[src/rtl/asym_pkg.sv]
package asym_pkg;
  // Strobes from the write-side control to the storage datapath.
  typedef struct packed {
    logic loadAll;   // preload whole array this edge
    logic writeGo;   // accepted narrow write this edge
  } ctrl_strobes_t;
endpackage

[src/rtl/asym_bank.sv]
module asym_bank #(
  parameter int WIDTH = 8,
  parameter int DEPTH = 16,
  localparam int AW = $clog2(DEPTH)
) (
  input  logic                   clk,
  input  logic                   rstN,
  input  logic                   load,
  input  logic [DEPTH*WIDTH-1:0] loadImage,
  input  logic                   we,
  input  logic [AW-1:0]          wAddr,
  input  logic [WIDTH-1:0]       wData,
  input  logic                   re,
  input  logic [AW-1:0]          rAddr,
  output logic [WIDTH-1:0]       rData
);
  logic [WIDTH-1:0] mem [DEPTH];

  always_ff @(posedge clk) begin
    if (load) begin
      for (int i = 0; i < DEPTH; i++) mem[i] <= loadImage[i*WIDTH +: WIDTH];
    end else if (we) begin
      mem[wAddr] <= wData;
    end
  end

  // Read register samples the array before this edge's write (old data).
  always_ff @(posedge clk or negedge rstN) begin
    if (!rstN)   rData <= '0;
    else if (re) rData <= mem[rAddr];
  end
endmodule

[src/rtl/asym_ctrl.sv]
module asym_ctrl
  import asym_pkg::*;
#(
  parameter int RATIO = 4,
  parameter int RA_W  = 4,
  localparam int SEL_BITS = $clog2(RATIO),
  localparam int WA_W = RA_W + SEL_BITS
) (
  input  logic            clk,
  input  logic            rstN,
  input  logic            wrEn,
  input  logic            initLoad,
  input  logic [WA_W-1:0] wrAddr,
  output ctrl_strobes_t   strobes,
  output logic [RATIO-1:0] bankWe,
  output logic [RA_W-1:0] rowAddr
);
  always_comb begin
    strobes.loadAll = initLoad;
    strobes.writeGo = wrEn && !initLoad;
  end

  generate
    if (RATIO == 1) begin : g_pass
      assign bankWe  = strobes.writeGo;
      assign rowAddr = wrAddr;
    end else begin : g_decode
      always_comb begin
        bankWe = '0;
        if (strobes.writeGo) bankWe = RATIO'(1) << wrAddr[SEL_BITS-1:0];
      end
      assign rowAddr = wrAddr[WA_W-1:SEL_BITS];
    end
  endgenerate

  // a write request outside a preload enables exactly one bank
  a_r3_one_bank: assert property (@(posedge clk) disable iff (!rstN)
    (wrEn && !initLoad) |-> ($countones(bankWe) == 1));

  // a preload never lets a bank write through
  a_r6_load_blocks_write: assert property (@(posedge clk) disable iff (!rstN)
    initLoad |-> (bankWe == '0));
endmodule

[src/rtl/asym_datapath.sv]
module asym_datapath
  import asym_pkg::*;
#(
  parameter int NARROW_W = 8,
  parameter int RATIO    = 4,
  parameter int DEPTH    = 16,
  localparam int RA_W   = $clog2(DEPTH),
  localparam int WIDE_W = NARROW_W * RATIO
) (
  input  logic                    clk,
  input  logic                    rstN,
  input  ctrl_strobes_t           strobes,
  input  logic [RATIO-1:0]        bankWe,
  input  logic [RA_W-1:0]         rowAddr,
  input  logic [NARROW_W-1:0]     wrData,
  input  logic [DEPTH*WIDE_W-1:0] initImage,
  input  logic                    rdEn,
  input  logic [RA_W-1:0]         rdAddr,
  output logic [WIDE_W-1:0]       rdData
);
  logic [RATIO-1:0][DEPTH*NARROW_W-1:0] bankImg;
  logic [RATIO-1:0][NARROW_W-1:0]       bankQ;

  for (genvar b = 0; b < RATIO; b++) begin : g_bank
    for (genvar r = 0; r < DEPTH; r++) begin : g_img
      assign bankImg[b][r*NARROW_W +: NARROW_W] =
        initImage[r*WIDE_W + b*NARROW_W +: NARROW_W];
    end

    asym_bank #(.WIDTH(NARROW_W), .DEPTH(DEPTH)) u_bank (
      .clk      (clk),
      .rstN     (rstN),
      .load     (strobes.loadAll),
      .loadImage(bankImg[b]),
      .we       (bankWe[b]),
      .wAddr    (rowAddr),
      .wData    (wrData),
      .re       (rdEn),
      .rAddr    (rdAddr),
      .rData    (bankQ[b])
    );

    assign rdData[b*NARROW_W +: NARROW_W] = bankQ[b];
  end

  // no read request, no change on the wide output
  a_r7_hold: assert property (@(posedge clk) disable iff (!rstN)
    !rdEn |=> $stable(rdData));
endmodule

[src/rtl/asym_ram.sv]
module asym_ram
  import asym_pkg::*;
#(
  parameter int NARROW_W = 8,
  parameter int WIDE_W   = 32,
  parameter int DEPTH    = 16,
  localparam int RATIO    = WIDE_W / NARROW_W,
  localparam int SEL_BITS = $clog2(RATIO),
  localparam int RA_W     = $clog2(DEPTH),
  localparam int WA_W     = RA_W + SEL_BITS
) (
  input  logic                    clk,
  input  logic                    rstN,
  input  logic                    initLoad,
  input  logic [DEPTH*WIDE_W-1:0] initImage,
  input  logic                    wrEn,
  input  logic [WA_W-1:0]         wrAddr,
  input  logic [NARROW_W-1:0]     wrData,
  input  logic                    rdEn,
  input  logic [RA_W-1:0]         rdAddr,
  output logic [WIDE_W-1:0]       rdData
);
  ctrl_strobes_t    strobes;
  logic [RATIO-1:0] bankWe;
  logic [RA_W-1:0]  rowAddr;

  initial begin
    assert (RATIO * NARROW_W == WIDE_W && (RATIO & (RATIO - 1)) == 0)
      else $error("R9: wide width must be a power-of-two multiple of narrow width");
  end

  asym_ctrl #(.RATIO(RATIO), .RA_W(RA_W)) u_ctrl (
    .clk     (clk),
    .rstN    (rstN),
    .wrEn    (wrEn),
    .initLoad(initLoad),
    .wrAddr  (wrAddr),
    .strobes (strobes),
    .bankWe  (bankWe),
    .rowAddr (rowAddr)
  );

  asym_datapath #(.NARROW_W(NARROW_W), .RATIO(RATIO), .DEPTH(DEPTH)) u_dp (
    .clk      (clk),
    .rstN     (rstN),
    .strobes  (strobes),
    .bankWe   (bankWe),
    .rowAddr  (rowAddr),
    .wrData   (wrData),
    .initImage(initImage),
    .rdEn     (rdEn),
    .rdAddr   (rdAddr),
    .rdData   (rdData)
  );

  // reset leaves the read output at zero
  a_r8_reset_clear: assert property (@(posedge clk)
    !rstN |=> (rdData == '0));
endmodule

[config.mk]
export PLATFORM = sky130hd
export DESIGN_NAME = asym_ram
export DESIGN_NICKNAME = d
export VERILOG_FILES = /design/src/rtl/asym_pkg.sv /design/src/rtl/asym_bank.sv /design/src/rtl/asym_ctrl.sv /design/src/rtl/asym_datapath.sv /design/src/rtl/asym_ram.sv
export SDC_FILE = /design/constraint.sdc
export NUM_CORES = 1
export LEC_CHECK = 0
export BUFFER_PORTS_ARGS = -buffer_cell sky130_fd_sc_hd__buf_2
export CAP_MARGIN = 10
export CORE_UTILIZATION = 45
export DETAILED_ROUTE_END_ITERATION = 10
export PLACE_DENSITY = 0.74
export SLEW_MARGIN = 20
export SYNTH_ARGS = -nofsm -noshare
export SYNTH_HDL_FRONTEND = slang
export SYNTH_HIERARCHICAL = 1
export SYNTH_SLANG_ARGS = --single-unit
[constraint.sdc]
create_clock -name clk -period 3 [get_ports clk]
set_clock_uncertainty 0.2 [all_clocks]
set_input_delay 0.6 -clock clk [delete_from_list [all_inputs] [get_ports clk]]
set_output_delay 0.6 -clock clk [all_outputs]
set_load 0.02 [all_outputs]
## Word-level counts from Yosys, hierarchy flattened

Memory sizes are Yosys's and may differ from the RTL's. A register that Yosys moved wholly into a read port is not among the register bits.
Cells that the tools add are included.

| storage, ports and cells | value |
|---|---|
| flip-flop bits (word level) | 0 |
| RAM bits | 512 |
| bits of input ports | 535 |
| output and inout bits | 32 |
| logic and storage cells | 42 |
| memories kept | 4 |

Memories:

| memory | words | bits a word | read ports | clocked after memory_dff | write ports | RTL line | text |
|---|---|---|---|---|---|---|---|
| u_dp.g_bank[0].u_bank.mem | 16 | 8 | 1 | 1 | 16 | asym_bank.sv:17 | `logic [WIDTH-1:0] mem [DEPTH];` |
| u_dp.g_bank[1].u_bank.mem | 16 | 8 | 1 | 1 | 16 | asym_bank.sv:17 |  |
| u_dp.g_bank[2].u_bank.mem | 16 | 8 | 1 | 1 | 16 | asym_bank.sv:17 |  |
| u_dp.g_bank[3].u_bank.mem | 16 | 8 | 1 | 1 | 16 | asym_bank.sv:17 |  |

| cells by class | value |
|---|---|
| shift operators | 1 |
| multiplexer cells | 27 |
| reduce and logical (&&, ||, !) cells | 10 |

Operators by type and width:

| kind | number |
|---|---|
| 8-bit two-way mux | 4 |
| 8-bit OR reduction | 4 |
| 4-bit two-way mux | 5 |
| 1-bit two-way mux | 18 |
| 1-bit logical NOT | 5 |
| 1-bit by 2-bit << shifter with 4-bit output, first input constant | 1 |
| 1-bit logical AND | 1 |

## Logic depth before layout (Yosys ltp)

Gate-level depths: netlist (run 1).

| logic depth | value |
|---|---|
| word-level depth | 8 |
| depth in mapped cells | 6 |
| gate-level depth less buffers | 4 |

## Hierarchy

The synthesis (run 1) kept the hierarchy.

Modules (own cells, without submodules):

| module | instances | cells each | area an instance (µm²) | sequential area each (µm²) |
|---|---|---|---|---|
| asym_bank | 4 | 401 | 7,046.8 | 4,043.9 |
| asym_ctrl | 1 | 10 | 97.6 | 0.0 |

## Worst setup path before layout (run 1)

Ideal clock, no wire load.

| timing path | value |
|---|---|
| path kind | input -> register |
| start | input initLoad |
| end | memory u_dp.g_bank[0].u_bank.mem[12][0] (data pin) |
| library setup time | 0.260 ns |
| arrival time | 2.079 ns |
| required time | 2.540 ns |
| setup slack | 0.461 ns |
| stages | 5 |
| path buffers | 1 |
| path through | nor4b_2 > nor4b_4 > nor2b_1 > buf_4 > mux2_2 |

RTL lines:

| item | RTL line | text |
|---|---|---|
| start: declaration | asym_ram.sv:14 | `input logic initLoad,` |
| end: declaration | asym_bank.sv:17 |  |

==> results of run 1 <==
## worst paths after layout
path / from / end / slack [ns] / cells after the start
min in group asynchronous: rstN / u_dp/g_bank[3].u_bank/rData[2]$_DFFE_PN0P_ / 0.50 / 2
min reg2reg: u_dp/g_bank[1].u_bank/rData[2]$_DFFE_PN0P_ / u_dp/g_bank[1].u_bank/rData[2]$_DFFE_PN0P_ / 0.35 / 2
max reg2reg: u_dp/g_bank[3].u_bank/mem[13][7]$_DFFE_PP_ / u_dp/g_bank[3].u_bank/rData[7]$_DFFE_PN0P_ / 1.20 / 3
max: wrAddr[3] / u_dp/g_bank[2].u_bank/mem[2][2]$_DFFE_PP_ / 0.76 / 4
min: initImage[267] / u_dp/g_bank[1].u_bank/mem[8][3]$_DFFE_PP_ / 0.09 / 2
max in group asynchronous: rstN / u_dp/g_bank[0].u_bank/rData[3]$_DFFE_PN0P_ / 1.47 / 2
## area by class of cell
type,instances,area [µm²]
fillers,4969,27900
clock inverters,35,310
multi-input cells,944,11300
diodes,28,70.1
flip-flops and latches,544,16200
well taps,837,1050
repair buffers,655,3730
clock buffers,70,1500
## timing repair
action	CTS	global route
endpoints found under the hold margin	32	0
hold buffers	1	0
resized for setup	0	0
setup buffers	0	0
## metal layers
metal / up-vias / part of all wire / GRT usage
met5: - / 0.0024 / 0
met4: 32 / 0.030 / 0.0894
met3: 190 / 0.089 / 0.0630
met2: 1040 / 0.49 / 0.461
met1: 9288 / 0.39 / 0.357
li1: 7754 / - / -
## sequential cells by signal, summed over array words and instances (netlist names)
signal	flops
u_dp/g_bank.u_bank/rData	32
u_dp/g_bank.u_bank/mem	512
## layout by cell type, fill, tap and decap left out, drive strengths merged
| master | count |
|---|---|
| a221oi | 32 |
| clkbuf | 70 |
| mux4 | 128 |
| and2 | 4 |
| nor4b | 5 |
| dlygate4sd3 | 1 |
| and4b | 1 |
| o22ai | 32 |
| inv | 2 |
| and4bb | 10 |
| nand2b | 48 |
| bufinv | 5 |
| nor2b | 28 |
| or2 | 28 |
| nor2 | 40 |
| mux2 | 512 |
| buf | 654 |
| mux2i | 32 |
| dfrtp | 32 |
| diode | 28 |
| nand4b | 4 |
| clkinvlp | 3 |
| nand2 | 40 |
| clkinv | 25 |
| edfxtp | 512 |
## where the power goes
group / switching, µW / leakage (µW) / total [µW] / internal (µW)
Combinational: 1230 / 0.00678 / 2340 / 1110
Clock: 2970 / 0.000889 / 6940 / 3970
Sequential: 232 / 0.00536 / 9260 / 9030
Total: 4430 / 0.0130 / 18500 / 14100
## worst max-delay path, cell delays in order
cell and delay (ns):
buf_2 0.62, and4bb_4 0.39, nand2_2 0.19, nand2b_1 0.46
## metrics by stage
step           total power, µW  cell area (µm²)
2_1_floorplan            10600            28300
3_3_place_gp             11600            32200
3_5_place_dp             11700            32200
4_1_cts                  18600            34000
5_1_grt                  19000            34100
6_report                 18500            34100
==> metrics, run 1 <==
status finished, final reports clean; Ys Warns 6; Core Area 61900 µm²; unrepaired setup endpoints after global routing no; crit path time final 2.24 ns; IO Pins approximately 570; worst path required time 3.04 ns; Post-Syn Instances 1613; Max-Cap Viols 0; post-synth net total between 2000 and 2500; largest net degree at the start of global routing 80; Final Wtd Congestion 0.915; Hold WS ~0.09 ns; # DRC 0; Peak VDD IR 0.463 mV; port bufs 566; antenna violations before repair 42; slew margin rel. 0.326; total negative setup slack 0 ns; DRT antenna net count 0; wire length per cell 28.9 µm; via count 18300; critical path startpoint category primary input; # rows 91; drt initial violations 1627; Skew-Pair Late Insertion Delay ~0.61 ns; routed wire length between 80 and 90 mm; GRT Residual Overflow 0; first-pass GRT wire length 128 mm; clock tree sinks 544; Final period util 0.746; crit path capture type register; initial core utilization 0.457; dpl hpwl approximately 64 mm; Cell Area, Synth roughly 28000 µm²; Worst Max-Slew Pin Slew 1.01 ns; final hold vios 0; Max Fclk between 400 and 500 MHz; Worst EP arrival 2.28 ns; P&R area growth vs syn 20.6%; HP Class in2reg; nets@finish around 2700; clk buf depth 3; CTS clk-pin slew, worst paths approximately 0.06 ns; Setup violations, final 0; P_leak 0.0130 µW; power density over the cells 544 nW/µm²; CTS tree yes; final-report max-slew violation count 0; CTS root buf clkbuf_16; GRT Total Usage 0.277; placed insts 2979; share of layout cells above drive strength 1 0.629; die height 253 µm; Worst Path Max Fanout 16; Layout Cells excl Fill 3113; 1st-pass router iterations 5; H-tree levels 2; utilization after layout 0.550; crit path kind in2reg; CTS buffer count 57; Mean Syn Cell Area 17.5 µm²; Horiz. Die Dim ~250 µm; vias in the first global route 19000; DP Worst Slack 0.161 ns; Setup WS post-layout 0.761 ns; die area 63800 µm²; vias per cell slightly below 6
No activity file was read; power rests on OpenSTA's default activity.
==> run 2, diff against run 1 <==
--- a/config.mk
+++ b/config.mk
@@ -9,7 +9,7 @@
 export CAP_MARGIN = 10
 export CORE_UTILIZATION = 45
 export DETAILED_ROUTE_END_ITERATION = 10
-export PLACE_DENSITY = 0.74
+export PLACE_DENSITY = 0.77
 export SLEW_MARGIN = 20
 export SYNTH_ARGS = -nofsm -noshare
 export SYNTH_HDL_FRONTEND = slang
==> constraint.sdc (replaced) <==
create_clock -name clk -period 1.9 [get_ports clk]
set_clock_uncertainty 0.2 [all_clocks]
set_input_delay 0.38 -clock clk [delete_from_list [all_inputs] [get_ports clk]]
set_output_delay 0.38 -clock clk [all_outputs]
set_load 0.02 [all_outputs]
==> run 2 against run 1 <==
Effect of this change: the flow now finishes with violations (negative setup slack); worst hold slack improved by 0.015 ns; cell area rose by 19%; non-clock buffer count rose by 578; global-route usage rose by 3.5 points; critical path depth did not move; count of clock-buffer cells in the layout did not move; clock power rose by 70%; via count rose by 18%; sequential share of layout area fell by 7.7 points; total power rose by 69%; critical path type is now reg2reg; largest cell class unchanged.
==> metrics, run 2 (synthesis results as in run 1) <==
Layout Cells excl Fill roughly 3700; Final Wtd Congestion approximately 0.90; worst r2r dst u_dp/g_bank[3].u_bank/rData[4]$_DFFE_PN0P_; Setup violations, final 1; crit path time final a little under 2 ns; CTS root buf clkbuf_16; share of layout cells above drive strength 1 0.539; GRT Residual Overflow 0; Setup WS post-layout -0.0331 ns; Reg with most FFs u_dp/g_bank.u_bank/mem; DRT antenna net count 0; unrepaired setup endpoints after global routing no; Skew-Pair Late Insertion Delay 0.61 ns; GRT Total Usage 0.311; failing checks negative setup slack; CTS buffer count 56; top flop regs u_dp/g_bank.u_bank/mem (512), u_dp/g_bank.u_bank/rData (32); initial core utilization 0.457; number of flip-flops in the largest register 512; slowest stage delay, CP between 0.5 and 0.6 ns; crit path capture type register; H-tree levels 2; hold path start rdEn; final-report max-slew violation count 0; worst hold path depth 4; Hold EP u_dp/g_bank[2].u_bank/rData[6]$_DFFE_PN0P_; commonest non-fill, non-tap cells in the layout buf_2, dlygate4sd3_1, edfxtp_1; crit path kind reg2reg; vias per cell between 5 and 6; commonest non-fill, non-tap cell in the layout buf_2; status complete, but fails checks; P&R area growth vs syn 43.9%; antenna violations before repair 16; reg2reg path depth 4; via count 21500; die height 253 µm; Worst EP arrival 2.16 ns; slew margin rel. 0.462; slowest library cell on the worst path mux4_1; Core Area 61900 µm²; worst-path cell chain mux4_1 -> o22ai_1 -> buf_4 -> a221oi_1; 1st-pass router iterations 8; CTS clk-pin slew, worst paths approximately 0.070 ns; Horiz. Die Dim ~250 µm; final hold vios 0; first-pass GRT wire length 146 mm; critical path startpoint category register; Reg2Reg Setup Slack -0.03 ns; IO Pins 567; # DRC 0; routed wire length roughly 100 mm; Peak VDD IR ~0.7 mV; worst path required time 2.13 ns; CTS tree yes; # rows 91; Max Fclk 517 MHz; drt initial violations 1928; Final period util 1.02; clock tree sinks 544; dpl hpwl 62.7 mm; Worst Max-Slew Pin Slew 0.804 ns; nets@finish 3314; die area 63800 µm²; Max-Cap Viols 0; vias in the first global route 23600; worst r2r src u_dp/g_bank[3].u_bank/mem[0][4]$_DFFE_PP_; power density over the cells 769 nW/µm²; Final Power 31300 µW; placed insts 3045; clk buf depth 3; HP Class in2reg; Post-CTS Setup Inserts 0; Worst Path Max Fanout 1; P_leak 0.0161 µW; wire length per cell approximately 28 µm; port bufs 566; largest net degree at the start of global routing 65
==> run 2: cell types whose count changed in the layout (fill, tap and decap cells not counted), sizes merged <==
cell / change
buf: +66
bufinv: +5
clkinv: -6
diode: -12
dlygate4sd3: +512
inv: -1
==> run 2: cell type report <==
| type | count | area (µm²) |
|---|---|---|
| diodes | 16 | 40.0 |
| clock buffers | 70 | 1490 |
| clock inverters | 33 | 424 |
| fillers | 4011 | 21200 |
| multi-input cells | 944 | 11800 |
| flip-flops and latches | 544 | 16200 |
| well taps | 837 | 1050 |
| repair buffers | 1233 | 9710 |
==> run 2: routing by layer <==
layer,vias to the layer above,track usage,part of all wire
met5,-,0,0.00055
met4,8,0.194,0.061
met3,403,0.0660,0.091
met2,1582,0.525,0.50
met1,10600,0.362,0.35
li1,8893,-,-
==> run 2: power breakdown <==
group / switching (µW) / total (µW) / internal [µW]
Sequential: 397 / 14600 / 14200
Combinational: 2240 / 4900 / 2660
Clock: 4870 / 11800 / 6890
==> run 2: worst max-delay path by stage <==
stage | startpoint | end | depth (start not counted) | slack (ns)
after floorplan | initLoad | u_dp/g_bank[0].u_bank/mem[12][0]$_DFFE_PP_ | 5 | -0.31
after global placement | initLoad | u_dp/g_bank[2].u_bank/mem[14][1]$_DFFE_PP_ | 7 | -0.56
after detailed placement | initLoad | u_dp/g_bank[2].u_bank/mem[14][6]$_DFFE_PP_ | 7 | -0.57
after CTS | u_dp/g_bank[3].u_bank/mem[2][4]$_DFFE_PP_ | u_dp/g_bank[3].u_bank/rData[4]$_DFFE_PN0P_ | 4 | 0.05
after global routing | wrAddr[0] | u_dp/g_bank[0].u_bank/mem[12][3]$_DFFE_PP_ | 8 | 0.007
final | u_dp/g_bank[3].u_bank/mem[0][4]$_DFFE_PP_ | u_dp/g_bank[3].u_bank/rData[4]$_DFFE_PN0P_ | 4 | -0.03
==> run 2: worst max-delay path: cells and delay by family, from the launching register on <==
kind,cells,cell delay [ns]
compound gates,2,0.44
buf+inv,1,0.19
flops,1,0.39
mux,1,0.54
==> run 2: per-stage QoR <==
| stage | hold slack, ns | instance area (µm²) | worst slack [ns] | setup TNS, ns | util |
|---|---|---|---|---|---|
| 2_1_floorplan | -0.116 | 28900 | -0.307 | -50.48 | - |
| 3_3_place_gp | 0.207 | 33600 | -0.564 | -415.09 | 0.542 |
| 3_5_place_dp | 0.222 | 33600 | -0.568 | -431.71 | 0.542 |
| 4_1_cts | 0.0651 | 40600 | 0.0539 | 0 | 0.656 |
| 5_1_grt | 0.0999 | 40700 | 0.00729 | 0 | 0.657 |
| 6_report | 0.106 | 40700 | -0.0331 | -0.0331 | 0.657 |
==> run 2: what timing repair did <==
item                       CTS  global route
hold endpoints to repair   532             0
hold buffers               513             0
resized for setup            0             4
setup endpoints to repair    0            28
